**src/rtl/chroma_packer_pkg.sv**
```systemverilog
package chroma_packer_pkg;
   typedef enum logic {FMT_422 = 1'b0, FMT_444 = 1'b1} fmt_e;
   typedef enum logic {PH_U = 1'b0, PH_V = 1'b1} phase_e;
   localparam int unsigned NUM_LANES = 3;
   localparam int unsigned LANE_RED  = 0;
   localparam int unsigned LANE_GRN  = 1;
   localparam int unsigned LANE_BLU  = 2;
endpackage

```
**src/rtl/line_edge.sv**
```systemverilog
module line_edge #(
   parameter bit SYNC_HIGH = 1'b1
) (
   input  logic clk,
   input  logic rst_n,
   input  logic sync_in,
   output logic lead
);
   logic act;
   logic act_q;

   generate
      if (SYNC_HIGH) begin : g_high
         assign act = sync_in;
      end else begin : g_low
         assign act = ~sync_in;
      end
   endgenerate

   always_ff @(posedge clk or negedge rst_n) begin
      if (!rst_n) act_q <= 1'b0;
      else        act_q <= act;
   end

   assign lead = act & ~act_q;
endmodule

```
**src/rtl/line_ctl.sv**
```systemverilog
module line_ctl
   import chroma_packer_pkg::*;
#(
   parameter bit RST_444 = 1'b1
) (
   input  logic   clk,
   input  logic   rst_n,
   input  logic   lead,
   input  logic   fmt_sel,
   output fmt_e   cur_fmt,
   output phase_e cur_ph
);
   localparam fmt_e RST_FMT = RST_444 ? FMT_444 : FMT_422;

   fmt_e   fmt_q;
   phase_e ph_q;

   always_comb begin
      cur_fmt = lead ? fmt_e'(fmt_sel) : fmt_q;
      cur_ph  = lead ? PH_U : ph_q;
   end

   always_ff @(posedge clk or negedge rst_n) begin
      if (!rst_n) begin
         fmt_q <= RST_FMT;
         ph_q  <= PH_U;
      end else begin
         fmt_q <= cur_fmt;
         ph_q  <= (cur_ph == PH_U) ? PH_V : PH_U;
      end
   end
endmodule

```
**src/rtl/lane_select.sv**
```systemverilog
module lane_select
   import chroma_packer_pkg::*;
#(
   parameter int unsigned W = 8
) (
   input  fmt_e                            cur_fmt,
   input  phase_e                          cur_ph,
   input  logic [W-1:0]                    in_red,
   input  logic [W-1:0]                    in_grn,
   input  logic [W-1:0]                    in_blu,
   output logic [NUM_LANES-1:0][W-1:0]     nxt_data,
   output logic [NUM_LANES-1:0]            nxt_en
);
   always_comb begin
      nxt_data[LANE_GRN] = in_grn;
      nxt_en[LANE_GRN]   = 1'b1;
      nxt_en[LANE_RED]   = 1'b1;
      if (cur_fmt == FMT_444) begin
         nxt_data[LANE_RED] = in_red;
         nxt_data[LANE_BLU] = in_blu;
         nxt_en[LANE_BLU]   = 1'b1;
      end else begin
         nxt_data[LANE_RED] = (cur_ph == PH_U) ? in_blu : in_red;
         nxt_data[LANE_BLU] = '0;
         nxt_en[LANE_BLU]   = 1'b0;
      end
   end
endmodule

```
**src/rtl/out_stage.sv**
```systemverilog
module out_stage #(
   parameter int unsigned W     = 8,
   parameter int unsigned LANES = 3
) (
   input  logic                    clk,
   input  logic                    rst_n,
   input  logic [LANES-1:0][W-1:0] nxt_data,
   input  logic [LANES-1:0]        nxt_en,
   output logic [LANES-1:0][W-1:0] q_data,
   output logic [LANES-1:0]        q_en
);
   generate
      for (genvar i = 0; i < LANES; i++) begin : g_lane
         always_ff @(posedge clk or negedge rst_n) begin
            if (!rst_n) begin
               q_data[i] <= '0;
               q_en[i]   <= 1'b0;
            end else begin
               q_data[i] <= nxt_data[i];
               q_en[i]   <= nxt_en[i];
            end
         end
      end
   endgenerate
endmodule

```
**src/rtl/chroma_packer.sv**
```systemverilog
module chroma_packer
   import chroma_packer_pkg::*;
#(
   parameter int unsigned CH_W      = 8,
   parameter bit          SYNC_HIGH = 1'b1,
   parameter bit          RST_444   = 1'b1
) (
   input  logic            pix_clk,
   input  logic            rst_n,
   input  logic            fmt_sel,
   input  logic            line_sync,
   input  logic [CH_W-1:0] in_red,
   input  logic [CH_W-1:0] in_grn,
   input  logic [CH_W-1:0] in_blu,
   output logic [CH_W-1:0] out_red,
   output logic [CH_W-1:0] out_grn,
   output logic [CH_W-1:0] out_blu,
   output logic            en_red,
   output logic            en_grn,
   output logic            en_blu
);
   generate
      if (CH_W < 1 || CH_W > 16) begin : g_bad_width
         $error("chroma_packer: CH_W must lie in 1..16");
      end
   endgenerate

   logic                            lead;
   fmt_e                            cur_fmt;
   phase_e                          cur_ph;
   logic [NUM_LANES-1:0][CH_W-1:0]  nxt_data;
   logic [NUM_LANES-1:0]            nxt_en;
   logic [NUM_LANES-1:0][CH_W-1:0]  q_data;
   logic [NUM_LANES-1:0]            q_en;

   line_edge #(.SYNC_HIGH(SYNC_HIGH)) u_edge (
      .clk(pix_clk), .rst_n(rst_n), .sync_in(line_sync), .lead(lead)
   );

   line_ctl #(.RST_444(RST_444)) u_ctl (
      .clk(pix_clk), .rst_n(rst_n), .lead(lead), .fmt_sel(fmt_sel),
      .cur_fmt(cur_fmt), .cur_ph(cur_ph)
   );

   lane_select #(.W(CH_W)) u_sel (
      .cur_fmt(cur_fmt), .cur_ph(cur_ph),
      .in_red(in_red), .in_grn(in_grn), .in_blu(in_blu),
      .nxt_data(nxt_data), .nxt_en(nxt_en)
   );

   out_stage #(.W(CH_W), .LANES(NUM_LANES)) u_out (
      .clk(pix_clk), .rst_n(rst_n), .nxt_data(nxt_data), .nxt_en(nxt_en),
      .q_data(q_data), .q_en(q_en)
   );

   assign out_red = q_data[LANE_RED];
   assign out_grn = q_data[LANE_GRN];
   assign out_blu = q_data[LANE_BLU];
   assign en_red  = q_en[LANE_RED];
   assign en_grn  = q_en[LANE_GRN];
   assign en_blu  = q_en[LANE_BLU];
endmodule

```
**config.mk**
```make
export PLATFORM = sky130hd
export DESIGN_NAME = chroma_packer
export DESIGN_NICKNAME = d
export VERILOG_FILES = /design/src/rtl/chroma_packer_pkg.sv /design/src/rtl/line_edge.sv /design/src/rtl/line_ctl.sv /design/src/rtl/lane_select.sv /design/src/rtl/out_stage.sv /design/src/rtl/chroma_packer.sv
export SDC_FILE = /design/constraint.sdc
export NUM_CORES = 1
export LEC_CHECK = 0
export ABC_CLOCK_PERIOD_IN_PS = 3350
export BUFFER_PORTS_ARGS = -buffer_cell sky130_fd_sc_hd__buf_2
export CAP_MARGIN = 40
export CORE_ASPECT_RATIO = 1.5
export CORE_MARGIN = 5
export CORE_UTILIZATION = 45
export CTS_CLUSTER_DIAMETER = 100
export CTS_CLUSTER_SIZE = 28
export DETAILED_ROUTE_END_ITERATION = 6
export PLACE_DENSITY = 0.82
export SLEW_MARGIN = 40
export SYNTH_ARGS = -nofsm -noshare
export SYNTH_HDL_FRONTEND = slang
export SYNTH_SLANG_ARGS = --single-unit
```
**constraint.sdc**
```tcl
create_clock -name pix_clk -period 3.35 [get_ports pix_clk]
set_input_delay 0.67 -clock pix_clk [delete_from_list [all_inputs] [get_ports pix_clk]]
set_output_delay 0.67 -clock pix_clk [all_outputs]
set_load 0.05 [all_outputs]
```
# --- After elaboration in Yosys (flattened, before gate mapping) ---
# Index checks and enable logic that the tools add are counted.
classes:
  muxes: 7
  bitwise_logic: 2
op_table:
  columns: ["operator", "count"]
  rows:
  - ["2-to-1 mux 8 bit", 3]
  - ["2-to-1 mux 1 bit", 4]
  - ["bitwise AND 1 bit", 1]
  - ["NOT 1 bit", 1]
word_totals:
  register_bits: 29
  input_bits: 28
  out_inout_bits: 27
  wordCells: 17

# --- Longest topological paths before layout ---
depth:
  ltp_word: 5
  mapped_depth: 3
  depth_no_buf: 3

# --- Modules after synthesis ---
# Synthesis repeated with hierarchy kept, for this count alone.
hier_totals:
  hier_cells: 63
  hier_area_um2: 1043.5
modules_own_cells:
  columns: ["module", "n_inst", "cells_per_inst", "area_per_inst_um2"]
  rows:
  - ["out_stage", 1, 27, 675.6]
  - ["lane_select", 1, 29, 247.7]
  - ["line_ctl", 1, 5, 81.3]
  - ["line_edge", 1, 2, 38.8]

# --- Worst setup path before layout ---
# Ideal clock, no wire load.
synth_timing:
  kind: "input -> register"
  from: "input fmt_sel"
  to: "register u_out.q_data[0] (netlist bit)"
  setup_ns: 0.125
  t_arrival_ns: 1.477
  t_required_ns: 3.225
  setup_slack_ns: 1.748
  cell_stages: 3
  path_buffers: 0
  path_cell_list: "and3b_1 a21oi_4 mux2_4"
synth_rtl:
  columns: ["element", "line", "text"]
  rows:
  - ["start: declaration", "chroma_packer.sv:10", "input logic fmt_sel,"]
  - ["end signal: indexed assignment", "out_stage.sv:19", "q_data[i] <= nxt_data[i];"]
  - ["end: declaration", "out_stage.sv:9", "output logic [LANES-1:0][W-1:0] q_data,"]

# --- Worst setup path in the final report ---
layout_timing:
  from: "register u_out.q_en[0]"
  to: "output en_red"
layout_rtl:
  columns: ["element", "line", "text"]
  rows:
  - ["start: declaration", "out_stage.sv:10", "output logic [LANES-1:0] q_en"]
  - ["start signal: indexed assignment", "out_stage.sv:20", "q_en[i] <= nxt_en[i];"]
  - ["end: declaration", "chroma_packer.sv:18", "output logic en_red,"]
# No word-level cell between the ends.

==> flow_summary.toml <==
[clocking]
clk_pin_slew_worst_paths_ps = 80
cts_root_buf = "clkbuf_4"
cts_buffers = 5
cts_tree = "built"
htree_levels = 2
clockBufferDepth = 2
cts_resized = 0
clock-sinks = 29
hold_buffers = 0
clock_latency_ps = 310
cts_setup_buffers = 0

[power_and_ir_drop]
p_sw_share_pct = 32.19
ir_drop_v = 0.0002927
power.switching_uw = 254.0
power_density_nw_per_um2 = 605.0
p_clk_share_pct = 26.1
p_leak_uw = 0.0007115
internal-power_uw = 534.9
seq_power_share_pct = 49.2
power_frac_comb_pct = 24.8

[setup_path]
arrival_ps = 910
crit_family = "flip-flops"
crit_path_end = "en_red"
crit-reg2reg-capture = "u_out.q_data[7]$_DFF_PN0_"
crit_path_max_fanout = 2
crit_chain = "buf_2"
cp_slowest_cell = "dfrtp_1"
end_kind = "output pin"
slowest_delay_ps = 340
path_class = "reg -> out"
path_buf_inv = 1
worstPathRequired_ps = 2680
r2r_setup_slack_ps = 1880
critPathLaunch = "u_out.q_en[0]$_DFF_PN0_"
ff2ff_path_depth = 3
cp_num_cells = 1
worstReg2RegStart = "u_ctl.fmt_q$_DFF_PN1_"
setup.worst_path.start_class = "flip-flop"

[floorplanning]
dieArea_um2 = 3172
die_w_um = 47.68
coreArea_um2 = 2027
start_util_pct = 47.28
pin_count = 55
row_count = 20
chipHeight_um = 66.52

[sta]
relSlewSlack_pct = 54.81
fin_crit_sh_pct = 47.21
setup_ws_ps = 1768
timing.hold.ws_ps = 354.3
hold_viol_final = 0
tns_ps = 0
worst_pin_slew_ps = 677.9
setup_viol = 0
fin_worst_skew_ps = 4.512
finalCriticalPeriod_ps = 1582
drv_slew = 0
max_freq_mhz = 632.3
rsz0062_at_grt = "false"

[place]
gp_congestion = 0.6066
place_ws_ps = 1515
placed_area_um2 = 1249
hpwl_um = 1487
portBuffers = 54

[synthesis]
synth_compound_area_share_pct = 2.219
yosys.area_share.simple_pct = 7.833
ys_seq_area_share_pct = 75.85
yosysTopAreaCellShare_pct = 73.11
synth.distinct_cells = 13
syn_nets = 82
synth_xor_area_share_pct = 0
yosys_warnings = 0
synth.avg_cell_area_um2 = 17.75
ys_ff_latch = 29
synth_mux_area_share_pct = 12.53
ys_top_cells_by_area = "dfrtp_1 (73%), mux2_4 (13%), nor2b_1 (5.2%)"
syn_area_um2 = 958.4
synthAdderAreaFrac_pct = 0
yosysTopAreaCell = "dfrtp_1"
synth_top_family_by_area = "multiplexers"
syn-instance-count = 54

[detailed_routing]
postRouteAntennaNets = 0
initialDrtViolationCount = 9
via_per_inst = 4.625
first_pass_iters = 4
drcViolationCount = 0
detail_route.wl_per_cell_um = 14.19
drt-total-wl_um = 1930
vias = 629

[global_routing]
gr-usage-all-layers_pct = 13.43
grt_pass1_wl_um = 2753
gr-total-overflow = 0
grt_max_degree = 30
antenna_found_initial = 0
grt_pass1_vias = 615

[finish]
insertedDiodeCount = 0
fill_cells = 156
syn2layout_area_growth_pct = 36.03
drive_gt1_share_pct = 61.40
stdcell_area_um2 = 1304
fin_nets = 142

[status]
outcome = "complete, no violations"

[run]
maxCapViolCount = 0

[min_path]
hold_class = "in -> async"
-- cells by family (layout without fill, tap and decap cells) --
family / after synthesis / count (layout)
AO/OA/AOI/OAI: 2 / 2
buffers and inverters: 2 / 62
flip-flops: 29 / 29
multiplexers: 8 / 8
other: 1 / 1
AND/OR/NAND/NOR: 12 / 12
-- stage by stage --
stage / instances / utilization, % / total power, uW
global placement: 129 / 61.60 / 588.1
detailed placement: 129 / 61.60 / 593.2
CTS: 136 / 64.32 / 805.4
finish: 136 / 64.32 / 788.8
floorplan: 54 / - / 534.9
global route: 136 / 64.32 / 824.8
-- layout make-up --
| type | instances | area (um2) | area share [%] |
|---|---|---|---|
| inverter | 1 | 3.754 | 0.2879 |
| sequential | 29 | 726.9 | 55.76 |
| clock buffer | 7 | 55.05 | 4.223 |
| tap | 22 | 27.53 | 2.111 |
| timing repair buffer | 54 | 270.3 | 20.73 |
| multi-input combinational | 23 | 220.2 | 16.89 |
-- flip-flops by register name, summed over array words and instances (netlist names) --
register / flops
u_out.q_en: 2
u_ctl.fmt_q: 1
u_ctl.ph_q: 1
u_edge.act_q: 1
u_out.q_data: 24
-- cell usage in the layout (no fill, tap or decap) --
| cell type | netlist | routed |
|---|---|---|
| or2_1 | 1 | 1 |
| clkbuf_4 | 0 | 5 |
| nor2b_1 | 8 | 8 |
| nand2_1 | 1 | 1 |
| dfstp_2 | 1 | 1 |
| dfrtp_1 | 28 | 28 |
| clkbuf_8 | 0 | 1 |
| inv_1 | 1 | 1 |
| and3b_1 | 1 | 1 |
| a21oi_1 | 1 | 1 |
| buf_2 | 0 | 54 |
| a21oi_4 | 1 | 1 |
| nand2b_1 | 1 | 1 |
| clkbuf_1 | 0 | 1 |
| mux2_4 | 8 | 8 |
| conb_1 | 1 | 1 |
-- how the worst min path moves through the flow --
stage / from / end / slack, ps / cells after the start
after floorplan: rst_n / u_ctl.ph_q$_DFF_PN0_ / 370 / 0
after CTS: rst_n / u_out.q_data[14]$_DFF_PN0_ / 350 / 1
after detailed placement: u_ctl.ph_q$_DFF_PN0_ / u_ctl.ph_q$_DFF_PN0_ / 420 / 1
after global placement: u_ctl.ph_q$_DFF_PN0_ / u_ctl.ph_q$_DFF_PN0_ / 410 / 1
final: rst_n / u_out.q_data[14]$_DFF_PN0_ / 350 / 1
after global routing: rst_n / u_out.q_data[22]$_DFF_PN0_ / 400 / 1
-- routing by layer --
layer | vias to the layer above | wire length, um | GRT usage, % | part of all wire (%)
met1 | 296 | 566 | 12.50 | 29
met3 | 7 | 265 | 5.676 | 14
met5 | - | 0 | 0 | 0
li1 | 288 | - | - | -
met2 | 38 | 1038 | 21.69 | 54
met4 | 0 | 60 | 10.10 | 3.1
-- synth_stat cells --
library cell	n
or2_1	1
mux2_4	8
conb_1	1
a21oi_1	1
inv_1	1
dfrtp_1	28
dfstp_2	1
a21oi_4	1
nor2b_1	8
nand2b_1	1
nand2_1	1
and3b_1	1
buf_4	1
-- power groups by stage --
stage | Clock (uW) | Sequential (uW) | Combinational [uW]
6_report | 206 | 388 | 196
5_1_grt | 228 | 391 | 206
4_1_cts | 219 | 388 | 198
3_5_place_dp | 0 | 395 | 198
3_3_place_gp | 0 | 394 | 195
2_1_floorplan | 0 | 491 | 44.2
Note: power is estimated with default switching activity, not from simulation.
